[config.mk]
export PLATFORM = sky130hd
export DESIGN_NAME = amp_mode_ctrl
export DESIGN_NICKNAME = d
export VERILOG_FILES = /design/src/rtl/amc_pkg.sv /design/src/rtl/amc_sync.sv /design/src/rtl/amc_hyst.sv /design/src/rtl/amc_ocp.sv /design/src/rtl/amc_fsm.sv /design/src/rtl/amp_mode_ctrl.sv
export SDC_FILE = /design/constraint.sdc
export NUM_CORES = 1
export LEC_CHECK = 0
export BUFFER_PORTS_ARGS = -buffer_cell sky130_fd_sc_hd__buf_2
export CAP_MARGIN = 20
export CORE_MARGIN = 8
export CORE_UTILIZATION = 50
export DETAILED_ROUTE_END_ITERATION = 10
export GPL_TIMING_DRIVEN = 0
export HOLD_SLACK_MARGIN = 0.05
export PLACE_DENSITY_LB_ADDON = 0.12
export SLEW_MARGIN = 10
export SYNTH_ARGS = -nofsm -noshare
export SYNTH_HDL_FRONTEND = slang
export SYNTH_HIERARCHICAL = 1
export SYNTH_SLANG_ARGS = --single-unit
[constraint.sdc]
create_clock -name clk -period 2.45 [get_ports clk]
set_input_delay 0.6125 -clock clk [delete_from_list [all_inputs] [get_ports clk]]
set_output_delay 0.6125 -clock clk [all_outputs]
set_load 0.02 [all_outputs]
[src/rtl/amc_pkg.sv]
package amc_pkg;

  typedef enum logic [2:0] {
    ST_OFF  = 3'd0,
    ST_INIT = 3'd1,
    ST_IDLE = 3'd2,
    ST_SOFT = 3'd3,
    ST_RUN  = 3'd4,
    ST_STOP = 3'd5,
    ST_HOT  = 3'd6
  } amc_state_e;

  function automatic int unsigned amc_max3(input int unsigned a,
                                           input int unsigned b,
                                           input int unsigned c);
    int unsigned m;
    m = (a > b) ? a : b;
    return (m > c) ? m : c;
  endfunction

endpackage

[src/rtl/amc_sync.sv]
module amc_sync #(
  parameter int unsigned STAGES  = 2,
  parameter bit          RST_VAL = 1'b0
) (
  input  logic clk,
  input  logic arst_n,
  input  logic d,
  output logic q
);

  logic [STAGES-1:0] sh_q;

  generate
    if (STAGES == 1) begin : g_one
      always_ff @(posedge clk or negedge arst_n) begin
        if (!arst_n) sh_q <= RST_VAL;
        else         sh_q <= d;
      end
    end else begin : g_chain
      always_ff @(posedge clk or negedge arst_n) begin
        if (!arst_n) sh_q <= {STAGES{RST_VAL}};
        else         sh_q <= {sh_q[STAGES-2:0], d};
      end
    end
  endgenerate

  assign q = sh_q[STAGES-1];

endmodule

[src/rtl/amc_hyst.sv]
module amc_hyst #(
  parameter int unsigned W     = 8,
  parameter int unsigned SET_T = 135,
  parameter int unsigned CLR_T = 120
) (
  input  logic         clk,
  input  logic         rst_n,
  input  logic [W-1:0] temp,
  output logic         flag
);

  localparam logic [W-1:0] SET_V = W'(SET_T);
  localparam logic [W-1:0] CLR_V = W'(CLR_T);

  logic flag_q, flag_d;
  logic above, below;

  assign above = temp > SET_V;
  assign below = temp < CLR_V;

  always_comb begin
    flag_d = flag_q;
    if (above)      flag_d = 1'b1;
    else if (below) flag_d = 1'b0;
  end

  always_ff @(posedge clk or negedge rst_n) begin
    if (!rst_n) flag_q <= 1'b0;
    else        flag_q <= flag_d;
  end

  assign flag = flag_q;

  AST_HYST_BAND_HOLD: assert property (@(posedge clk) disable iff (!rst_n)
    (!above && !below) |=> (flag == $past(flag)));

  AST_HYST_SET: assert property (@(posedge clk) disable iff (!rst_n)
    above |=> flag);

endmodule

[src/rtl/amc_ocp.sv]
module amc_ocp #(
  parameter int unsigned NCH = 2
) (
  input  logic           clk,
  input  logic           rst_n,
  input  logic [NCH-1:0] ocp_flag,
  input  logic           quiet_req,
  output logic           latched,
  output logic           trip
);

  logic [NCH-1:0] ch_hit;
  logic           any_hit;
  logic           lat_q, lat_d;

  genvar c;
  generate
    for (c = 0; c < NCH; c++) begin : g_ch
      assign ch_hit[c] = ocp_flag[c];
    end
  endgenerate

  assign any_hit = |ch_hit;

  always_comb begin
    lat_d = lat_q;
    if (any_hit)        lat_d = 1'b1;
    else if (quiet_req) lat_d = 1'b0;
  end

  always_ff @(posedge clk or negedge rst_n) begin
    if (!rst_n) lat_q <= 1'b0;
    else        lat_q <= lat_d;
  end

  assign latched = lat_q;
  assign trip    = lat_q | any_hit;

  AST_OCP_HOLD: assert property (@(posedge clk) disable iff (!rst_n)
    (lat_q && !quiet_req) |=> lat_q);

  AST_OCP_CATCH: assert property (@(posedge clk) disable iff (!rst_n)
    any_hit |=> lat_q);

endmodule

[src/rtl/amc_fsm.sv]
module amc_fsm
  import amc_pkg::*;
#(
  parameter int unsigned INIT_CYC   = 2048,
  parameter int unsigned MUTE_DLY   = 123,
  parameter int unsigned UNMUTE_DLY = 418
) (
  input  logic clk,
  input  logic rst_n,
  input  logic play_req,
  input  logic fault_trip,
  input  logic shutdown,
  output logic bridge_sw,
  output logic bridge_hiz,
  output logic ramp_go,
  output logic mod_on
);

  localparam int unsigned MAXC = amc_max3(INIT_CYC, MUTE_DLY, UNMUTE_DLY);
  localparam int unsigned TW   = $clog2(MAXC + 1);
  localparam logic [TW-1:0] INIT_LAST = TW'(INIT_CYC - 1);
  localparam logic [TW-1:0] STOP_LAST = TW'(MUTE_DLY - 1);
  localparam logic [TW-1:0] SOFT_LAST = TW'(UNMUTE_DLY - 1);

  amc_state_e    state_q, state_d;
  logic [TW-1:0] tmr_q, tmr_d;
  logic          tmr_en;
  logic          ramp_q, ramp_d;
  logic          may_play;

  assign may_play = play_req && !fault_trip;

  always_comb begin
    state_d = state_q;
    unique case (state_q)
      ST_OFF:  state_d = ST_INIT;
      ST_INIT: if (tmr_q == INIT_LAST) state_d = ST_IDLE;
      ST_IDLE: begin
        if (shutdown)      state_d = ST_HOT;
        else if (may_play) state_d = ST_SOFT;
      end
      ST_SOFT: begin
        if (shutdown)                state_d = ST_HOT;
        else if (!may_play)          state_d = ST_IDLE;
        else if (tmr_q == SOFT_LAST) state_d = ST_RUN;
      end
      ST_RUN: begin
        if (shutdown)        state_d = ST_HOT;
        else if (fault_trip) state_d = ST_IDLE;
        else if (!play_req)  state_d = ST_STOP;
      end
      ST_STOP: begin
        if (shutdown)                state_d = ST_HOT;
        else if (fault_trip)         state_d = ST_IDLE;
        else if (tmr_q == STOP_LAST) state_d = ST_IDLE;
      end
      ST_HOT: begin
        if (!shutdown) state_d = may_play ? ST_SOFT : ST_IDLE;
      end
      default: state_d = ST_OFF;
    endcase
  end

  assign tmr_en = (state_q == ST_INIT) || (state_q == ST_SOFT) || (state_q == ST_STOP);

  always_comb begin
    tmr_d = tmr_q;
    if (state_d != state_q) tmr_d = '0;
    else if (tmr_en)        tmr_d = tmr_q + 1'b1;
  end

  assign ramp_d = (state_d == ST_RUN) && (state_q != ST_RUN);

  always_ff @(posedge clk or negedge rst_n) begin
    if (!rst_n) begin
      state_q <= ST_OFF;
      tmr_q   <= '0;
      ramp_q  <= 1'b0;
    end else begin
      state_q <= state_d;
      tmr_q   <= tmr_d;
      ramp_q  <= ramp_d;
    end
  end

  assign bridge_sw  = (state_q == ST_RUN) || (state_q == ST_STOP);
  assign bridge_hiz = !bridge_sw;
  assign ramp_go    = ramp_q;
  assign mod_on     = (state_q != ST_OFF) && (state_q != ST_INIT);

  AST_RAMP_SINGLE: assert property (@(posedge clk) disable iff (!rst_n)
    ramp_go |=> !ramp_go);

  AST_START_NEEDS_PLAY: assert property (@(posedge clk) disable iff (!rst_n)
    $rose(bridge_sw) |-> $past(play_req));

  AST_HOT_STOPS: assert property (@(posedge clk) disable iff (!rst_n)
    shutdown |=> !bridge_sw);

  AST_FAULT_STOPS: assert property (@(posedge clk) disable iff (!rst_n)
    fault_trip |=> !bridge_sw);

endmodule

[src/rtl/amp_mode_ctrl.sv]
module amp_mode_ctrl #(
  parameter int unsigned NCH        = 2,
  parameter int unsigned TEMP_W     = 8,
  parameter int unsigned WARN_T     = 135,
  parameter int unsigned SHUT_T     = 150,
  parameter int unsigned RESTORE_T  = 120,
  parameter int unsigned INIT_CYC   = 2048,
  parameter int unsigned MUTE_DLY   = 123,
  parameter int unsigned UNMUTE_DLY = 418,
  parameter int unsigned SYNC_STG   = 2
) (
  input  logic              clk,
  input  logic              pwr_dn_n,
  input  logic              quiet_n,
  input  logic [TEMP_W-1:0] die_temp,
  input  logic [NCH-1:0]    ocp_flag,
  output logic              mod_on,
  output logic              bridge_sw,
  output logic              bridge_hiz,
  output logic              ramp_go,
  output logic              ocp_n,
  output logic              warn_n,
  output logic              hot_n
);

  logic rst_int_n;
  logic play_s;
  logic warn_f, hot_f;
  logic ocp_lat, ocp_trip;

  amc_sync #(.STAGES(SYNC_STG), .RST_VAL(1'b0)) u_rst_sync (
    .clk    (clk),
    .arst_n (pwr_dn_n),
    .d      (1'b1),
    .q      (rst_int_n)
  );

  amc_sync #(.STAGES(SYNC_STG), .RST_VAL(1'b0)) u_quiet_sync (
    .clk    (clk),
    .arst_n (pwr_dn_n),
    .d      (quiet_n),
    .q      (play_s)
  );

  amc_hyst #(.W(TEMP_W), .SET_T(WARN_T), .CLR_T(RESTORE_T)) u_warn (
    .clk   (clk),
    .rst_n (rst_int_n),
    .temp  (die_temp),
    .flag  (warn_f)
  );

  amc_hyst #(.W(TEMP_W), .SET_T(SHUT_T), .CLR_T(RESTORE_T)) u_hot (
    .clk   (clk),
    .rst_n (rst_int_n),
    .temp  (die_temp),
    .flag  (hot_f)
  );

  amc_ocp #(.NCH(NCH)) u_ocp (
    .clk       (clk),
    .rst_n     (rst_int_n),
    .ocp_flag  (ocp_flag),
    .quiet_req (!play_s),
    .latched   (ocp_lat),
    .trip      (ocp_trip)
  );

  amc_fsm #(
    .INIT_CYC   (INIT_CYC),
    .MUTE_DLY   (MUTE_DLY),
    .UNMUTE_DLY (UNMUTE_DLY)
  ) u_fsm (
    .clk        (clk),
    .rst_n      (rst_int_n),
    .play_req   (play_s),
    .fault_trip (ocp_trip),
    .shutdown   (hot_f),
    .bridge_sw  (bridge_sw),
    .bridge_hiz (bridge_hiz),
    .ramp_go    (ramp_go),
    .mod_on     (mod_on)
  );

  assign ocp_n  = !ocp_lat;
  assign warn_n = !warn_f;
  assign hot_n  = !hot_f;

  AST_HOT_IMPLIES_WARN: assert property (@(posedge clk) disable iff (!rst_int_n)
    !hot_n |-> !warn_n);

  AST_OCP_BRIDGE_OFF: assert property (@(posedge clk) disable iff (!rst_int_n)
    !ocp_n |-> !bridge_sw);

  AST_NO_PLAY_WHILE_QUIET: assert property (@(posedge clk) disable iff (!rst_int_n)
    (!play_s && !bridge_sw) |=> !bridge_sw);

endmodule

==> flow_metrics.tcl, run 1 <==
set metrics [dict create \
    status "finished clean" \
    cpPeakStageDelay_ns 0.61 \
    initial_utilization_pct 52.5 \
    fin_hold_ws_ns 0.0705 \
    hpwlAfterDp_um 2460 \
    hold_class "input port to asynchronous set/reset pin" \
    cts_buffer_depth 2 \
    postLayoutCoreUtil_pct 58.4 \
    drive_gt1_share_pct 25.1 \
    dp.cells 198 \
    crit_path_start_kind "flip-flop" \
    die_h_um 69.6 \
    synthDistinctLibCells 49 \
    port_buffers 19 \
    drtPass1Iterations 4 \
    gp_congestion 0.912 \
    boundaryPins 20 \
    grt_antenna_before_repair 0 \
    crit_chain "or4_4, nor3_4, nand3b_1, and3_2, buf_2, nor4_1" \
    vias 1197 \
    drc 0 \
    fmax_mhz 463 \
    setup_viol 0 \
    syn2layout_area_growth_pct 11.2 \
    final_area_sq_um 1600 \
    grt_pass1_wl_um 5590 \
    grt.total_usage_pct 13.3 \
    syn_inst 148 \
    layout.cells.most_common "dfrtp_1" \
    nNetsFinal 188 \
    post_dp_cell_area_sq_um 1570 \
    drv_cap 0 \
    reg2reg_depth 6 \
    wl_per_cell_um 15.7 \
    async_flop_share_pct 100 \
    synth_nets 164 \
    timing.rr.end "u_fsm/tmr_q[0]" \
    crit_type "flip-flop to flip-flop" \
    ctsHoldBuffers 0 \
    vias_per_cell 5.93 \
    postRouteAntennaNets 0 \
    clock_skew_ns 0.0134 \
    wl_um 3170 \
    arrival_ns 2.35 \
    syn_area_per_cell_sq_um 9.70 \
    layoutNonFillerInstCount 202 \
    r2r_start "u_fsm/tmr_q[2]" \
    grt_overflow 0 \
    tightest_slew_ns 0.789 \
    post-route-period-util_pct 88.2 \
    die_w_um 69.6 \
    grt_max_degree 20 \
    drv_slew 0 \
    clock-sinks 23 \
    final_hold_viol_count 0 \
    cts_resized 0 \
    drt_iter0_markers 77 \
    synth_area_sq_um 1440 \
    rrSetupSlack_ns 0.29 \
    ys_seq_area_share_pct 40.1 \
    die_area_sq_um 4840 \
    max_slew_margin_pct 47.4 \
    grt_pass1_vias 1198 \
    core_sq_um 2730 \
    worstSkewPairLatency_ns 0.31 \
    peakVddDrop_uv 311 \
    end_kind "flip-flop" \
    post-route-min-period_ns 2.16 \
    p_leak_nw 0.655 \
    worst_path_max_delay_cell "or4_4" \
    tritoncts "yes" \
    finalSetupTns_ns 0 \
    post_cts_buffers 0 \
    cp.required_ns 2.64 \
    rows 19 \
    path_clk_slew_ns 0.13 \
    cts-root-buf "clkbuf_4" \
    final_cell_mix "23 x dfrtp_1, 21 x buf_2, 15 x nor4_1" \
    synth_top_flop_cell "dfrtp_1" \
    ys_seq_elements 23 \
    yosys_warnings 6 \
    cts_max_level 1 \
    startpoint "u_fsm/tmr_q[2]" \
    cp_max_fo 10 \
    n_antenna_cell 0 \
    cts_buffers 3 \
    cellPowerDensity_nw_per_um2 465 \
    rsz0062_at_grt "false" \
    synth_edf_count 0 \
]
-- report_power, final --
part / internal (W) / switching [W] / leakage [nW]
Sequential: 0.000394 / 0.0000240 / 0.296
Combinational: 0.0000599 / 0.0000888 / 0.344
Clock: 0.0000635 / 0.000111 / 0.0150
-- critical path: cells and delay by family, from the launching register on --
kind                   cells  cell delay [ns]
flip-flops                 1             0.47
buffers and inverters      1             0.22
AND/OR/NAND/NOR            5             1.36
-- cells in the mapped netlist (2+ instances only) --
master	n	area share, %
a21bo_2	2	1.4
a21oi_1	3	1.0
nand4_1	7	3.1
xor2_1	6	3.7
inv_1	13	3.4
nand2_1	10	2.6
o21ai_1	3	1.0
nor4_1	15	6.5
o21ai_0	3	1.0
a211oi_1	2	1.0
buf_2	2	0.70
nor4b_1	2	1.2
dfrtp_1	23	40
nor3_1	5	1.7
nand3_1	5	1.7
xnor2_1	6	3.7
a2bb2oi_1	2	1.2
ha_1	3	2.6
nor2_1	6	1.6
-- cell families (layout without fill, tap and decap cells) --
| logic type | count (synthesis) | count (layout) | synth area share, % |
|---|---|---|---|
| flops | 23 | 23 | 40.1 |
| buf+inv | 18 | 41 | 6.10 |
| xor+xnor | 12 | 12 | 7.32 |
| other cells | 1 | 1 | 0.261 |
| simple gates | 68 | 68 | 30.5 |
| fa+ha+maj | 3 | 3 | 2.62 |
| compound gates | 23 | 23 | 13.1 |
-- registers in the layout, indices dropped and copies added (netlist names) --
| signal | count |
|---|---|
| u_fsm/ramp_go | 1 |
| u_fsm/state_q | 3 |
| u_fsm/tmr_q | 12 |
| u_hot/flag | 1 |
| u_ocp/latched | 1 |
| u_quiet_sync/sh_q | 2 |
| u_rst_sync/sh_q | 2 |
| u_warn/flag | 1 |
-- worst max-delay path by stage --
stage	slack, ns	to
after floorplan	0.53	u_fsm/tmr_q[0]
after global placement	0.23	u_fsm/tmr_q[4]
after detailed placement	0.14	u_fsm/tmr_q[0]
after CTS	0.30	u_fsm/tmr_q[0]
after global routing	0.12	u_fsm/tmr_q[0]
final	0.29	u_fsm/tmr_q[0]
-- metrics by stage --
stage | power [W] | setup WS (ns)
2_1_floorplan | 0.000524 | 0.527
3_3_place_gp | 0.000571 | 0.225
3_5_place_dp | 0.000574 | 0.138
4_1_cts | 0.000748 | 0.297
5_1_grt | 0.000789 | 0.124
6_report | 0.000742 | 0.290
-- layout make-up --
class                           instances  area, sq um
Clock buffer                            4         26.3
Sequential cell                        23          576
Tap cell                               31         38.8
Buffer                                  5         38.8
Timing Repair Buffer                   19         95.1
Multi-Input combinational cell        107          772
Fill cell                             257         1140
Inverter                               13         48.8
-- per-layer routing --
metal,share of wire (%),routed length (um),global-route usage (%),vias up
met2,46,1450,20.4,27
met4,0.66,21,4.33,0
li1,-,-,-,590
met3,4.6,147,2.29,2
met1,49,1540,18.3,578
met5,0,0,0,-
Note: power is estimated with default switching activity, not from simulation.
==> inputs of run 2 (changes only) <==
--- a/config.mk
+++ b/config.mk
@@ -7,7 +7,7 @@
 export LEC_CHECK = 0
 export BUFFER_PORTS_ARGS = -buffer_cell sky130_fd_sc_hd__buf_2
 export CAP_MARGIN = 20
-export CORE_MARGIN = 8
+export CORE_MARGIN = 2
 export CORE_UTILIZATION = 50
 export DETAILED_ROUTE_END_ITERATION = 10
 export GPL_TIMING_DRIVEN = 0
==> flow_metrics.tcl, run 2 (synthesis gave the netlist of run 1 again) <==
set metrics [dict create \
    end_kind "flip-flop" \
    die_h_um 57.6 \
    arrival_ns 2.36 \
    boundaryPins 20 \
    drt_iter0_markers 45 \
    power.total_w 0.000741 \
    path_clk_slew_ns 0.13 \
    peakVddDrop_uv 406 \
    layout.cells.most_common "dfrtp_1" \
    hpwlAfterDp_um 2270 \
    worst_path_max_delay_cell "or4_4" \
    cts_buffers 3 \
    final_area_sq_um 1600 \
    status "finished clean" \
    cts_max_level 1 \
    fmax_mhz 464 \
    top_register "u_fsm/tmr_q" \
    grt.total_usage_pct 19.6 \
    grt_overflow 0 \
    die_area_sq_um 3310 \
    cts_resized 0 \
    p_leak_nw 0.658 \
    vias 1237 \
    postRouteAntennaNets 0 \
    crit_chain "or4_4, nor3_4, nand3b_1, and3_2, buf_2, nor4_1" \
    drtPass1Iterations 4 \
    grt_max_degree 20 \
    final_cell_mix "23 x dfrtp_1, 21 x buf_2, 15 x nor4_1" \
    clock_skew_ns 0.00217 \
    worstSkewPairLatency_ns 0.30 \
    cp.required_ns 2.65 \
    core_sq_um 2730 \
    post-route-period-util_pct 88.0 \
    reg_top3 "u_fsm/tmr_q (12), u_fsm/state_q (3)" \
    max_slew_margin_pct 46.6 \
    hold_class "input port to asynchronous set/reset pin" \
    cts-root-buf "clkbuf_4" \
    drive_gt1_share_pct 25.7 \
    crit_type "flip-flop to flip-flop" \
    dp_slack_ns 0.193 \
    port_buffers 19 \
    final_hold_viol_count 0 \
    cellPowerDensity_nw_per_um2 464 \
    path_buf_inv 1 \
    die_w_um 57.6 \
    n_antenna_cell 0 \
    cp_max_fo 10 \
    largest_reg_flops 12 \
    cpPeakStageDelay_ns 0.61 \
    cts_buffer_depth 2 \
    grt_pass1_wl_um 5110 \
    syn2layout_area_growth_pct 11.2 \
    drc 0 \
    fin_hold_ws_ns 0.0784 \
    cp.depth 6 \
    gp_congestion 0.899 \
    reg2reg_depth 6 \
    fin_ws_ns 0.293 \
    wl_per_cell_um 14.8 \
    post-route-min-period_ns 2.16 \
    post_cts_buffers 0 \
    rsz0062_at_grt "false" \
    post_dp_cell_area_sq_um 1570 \
    tightest_slew_ns 0.801 \
    nNetsFinal 188 \
    grt_pass1_vias 1174 \
    finalSetupTns_ns 0 \
    crit_family "simple AND/OR/NAND/NOR gates" \
    wl_um 3000 \
    ctsHoldBuffers 0 \
    clock-sinks 23 \
    setup_viol 0 \
    drv_slew 0 \
    grt_antenna_before_repair 0 \
    drv_cap 0 \
    crit_path_start_kind "flip-flop" \
    rows 19 \
    initial_utilization_pct 52.5 \
    vias_per_cell 6.12 \
    tritoncts "yes" \
]
run 2: changes by cell type in the layout (fill, tap and decap cells not counted):
cell / change
clkbuf_1: -1
clkinv_2: +1
run 2: report_power, final:
part | internal, W | switching [W] | leakage (nW)
clock | 0.0000608 | 0.000114 | 0.0177
combinational | 0.0000599 | 0.0000876 | 0.344
sequential | 0.000394 | 0.0000247 | 0.296
total | 0.000515 | 0.000226 | 0.658
run 2: layout make-up:
| cell class | instances | area [sq um] |
|---|---|---|
| Buffer | 5 | 38.8 |
| Timing Repair Buffer | 19 | 95.1 |
| Inverter | 13 | 48.8 |
| Sequential cell | 23 | 576 |
| Tap cell | 31 | 38.8 |
| Fill cell | 238 | 1140 |
| Clock buffer | 3 | 22.5 |
| Multi-Input combinational cell | 107 | 772 |
| Clock inverter | 1 | 5.00 |
run 2: path summary, 6_finish.rpt:
check | startpoint | to | slack, ns
setup / recovery | u_fsm/tmr_q[2] | u_fsm/tmr_q[11] | 0.29
max in group asynchronous | u_rst_sync/sh_q[1] | u_ocp/latched | 1.62
min in group clk | u_rst_sync/sh_q[0] | u_rst_sync/sh_q[1] | 0.36
hold reg to reg | u_rst_sync/sh_q[1] | u_fsm/tmr_q[1] | 0.34
hold / removal | pwr_dn_n | u_quiet_sync/sh_q[0] | 0.08
setup reg to reg | u_fsm/tmr_q[2] | u_fsm/tmr_q[11] | 0.29
run 2: through the flow:
stage / std cells / util, %
after floorplan: 148 / -
after global placement: 198 / 57.4
after global routing: 202 / 58.4
final: 202 / 58.4
after detailed placement: 198 / 57.4
after CTS: 202 / 58.4
run 2: per-layer routing:
metal  wire length, um  global-route usage (%)  up-vias
li1                  -                       -      601
met1              1390                    28.5      593
met5                 0                       0        -
met4                12                    4.32        0
met3               193                    2.72        2
met2              1400                    31.2       41
==> inputs of run 3 (changes only) <==
--- a/config.mk
+++ b/config.mk
@@ -12,7 +12,7 @@
 export DETAILED_ROUTE_END_ITERATION = 10
 export GPL_TIMING_DRIVEN = 0
 export HOLD_SLACK_MARGIN = 0.05
-export PLACE_DENSITY_LB_ADDON = 0.12
+export PLACE_DENSITY = 0.79
 export SLEW_MARGIN = 10
 export SYNTH_ARGS = -nofsm -noshare
 export SYNTH_HDL_FRONTEND = slang
==> flow_metrics.tcl, run 3 (synthesis gave the netlist of run 1 again) <==
set metrics [dict create \
    grt_antenna_before_repair 0 \
    top_register "u_fsm/tmr_q" \
    grt_pass1_vias 1204 \
    hpwlAfterDp_um 2250 \
    fmax_mhz 469 \
    nFillCells 238 \
    max_slew_margin_pct 50.0 \
    rsz0062_at_grt "false" \
    cts-root-buf "clkbuf_4" \
    initial_utilization_pct 52.5 \
    clock_skew_ns 0.0138 \
    die_w_um 57.6 \
    cts_buffer_depth 2 \
    crit_path_start_kind "flip-flop" \
    n_antenna_cell 0 \
    grt_pass1_wl_um 5150 \
    tightest_slew_ns 0.750 \
    drive_gt1_share_pct 25.7 \
    boundaryPins 20 \
    rows 19 \
    cp_max_fo 10 \
    clock-sinks 23 \
    drv_cap 0 \
    finalSetupTns_ns 0 \
    tritoncts "yes" \
    grt.total_usage_pct 19.7 \
    nNetsFinal 188 \
    peakVddDrop_uv 371 \
    drv_slew 0 \
    layout.cells.most_common "dfrtp_1" \
    worstSkewPairLatency_ns 0.31 \
    reg_top3 "u_fsm/tmr_q (12), u_fsm/state_q (3)" \
    reg2reg_depth 6 \
    final_hold_viol_count 0 \
    post_cts_buffers 0 \
    vias_per_cell 6.00 \
    path_clk_slew_ns 0.13 \
    postRouteAntennaNets 0 \
    p_leak_nw 0.658 \
    crit_type "flip-flop to flip-flop" \
    power.total_w 0.000736 \
    wl_per_cell_um 14.4 \
    cts_max_level 1 \
    cts_buffers 3 \
    drc 0 \
    grt_overflow 0 \
    wl_um 2920 \
    vias 1213 \
    cellPowerDensity_nw_per_um2 461 \
    die_area_sq_um 3310 \
    setup_viol 0 \
    port_buffers 19 \
    post-route-period-util_pct 87.1 \
    end_kind "flip-flop" \
    hold_class "input port to asynchronous set/reset pin" \
    ctsHoldBuffers 0 \
    grt_max_degree 20 \
    post-route-min-period_ns 2.13 \
    largest_reg_flops 12 \
    cts_resized 0 \
    core_sq_um 2730 \
    drt_iter0_markers 57 \
    arrival_ns 2.32 \
    status "finished clean" \
    cp.required_ns 2.64 \
    die_h_um 57.6 \
    drtPass1Iterations 4 \
    gp_congestion 0.830 \
    final_cell_mix "23 x dfrtp_1, 21 x buf_2, 15 x nor4_1" \
    syn2layout_area_growth_pct 11.2 \
]
## run 3: cell counts in the layout (fill, tap and decap cells not counted)
Identical to the previous run, type by type.
## run 3: final timing paths
kind,end,slack [ns],start
max reg2reg,u_fsm/tmr_q[11],0.32,u_fsm/tmr_q[2]
max,u_fsm/tmr_q[11],0.32,u_fsm/tmr_q[2]
min,u_rst_sync/sh_q[0],0.07,pwr_dn_n
max in group asynchronous,u_fsm/tmr_q[4],1.65,u_rst_sync/sh_q[1]
min reg2reg,u_hot/flag,0.32,u_rst_sync/sh_q[1]
min in group clk,u_quiet_sync/sh_q[1],0.36,u_quiet_sync/sh_q[0]
## run 3: final cells by class
class	instances	area (sq um)	share of cell area (%)
well taps	31	38.8	2.43
plain buffers	5	38.8	2.43
multi-input cells	107	772	48.4
inverters	13	48.8	3.06
flip-flops and latches	23	576	36.1
clock inverters	1	5.00	0.313
repair buffers	19	95.1	5.96
clock buffers	3	22.5	1.41
## run 3: through the flow
stage	cells	util, %	area (sq um)	setup slack [ns]	hold WS [ns]
2_1_floorplan	148	-	1440	0.527	0.240
3_3_place_gp	198	57.4	1570	0.245	0.324
3_5_place_dp	198	57.4	1570	0.133	0.336
4_1_cts	202	58.4	1600	0.325	0.0613
5_1_grt	202	58.4	1600	0.119	0.0651
6_report	202	58.4	1600	0.316	0.0734
## run 3: critical path: stages, from the launching register on
cell and delay [ns]:
dfrtp_1 0.46, or4_4 0.61, nor3_4 0.26, nand3b_1 0.17, and3_2 0.22, buf_2 0.22, nor4_1 0.08
## run 3: power breakdown
| group | switching (W) | leakage, nW | internal [W] |
|---|---|---|---|
| Combinational | 0.0000872 | 0.344 | 0.0000601 |
| Sequential | 0.0000236 | 0.296 | 0.000394 |
| Clock | 0.000110 | 0.0177 | 0.0000609 |
## run 3: routing by layer
| metal | part of all wire, % | global-route usage, % |
|---|---|---|
| met1 | 46 | 25.9 |
| met2 | 48 | 32.3 |
| met3 | 4.5 | 2.49 |
| met4 | 0.79 | 8.64 |
| met5 | 0 | 0 |
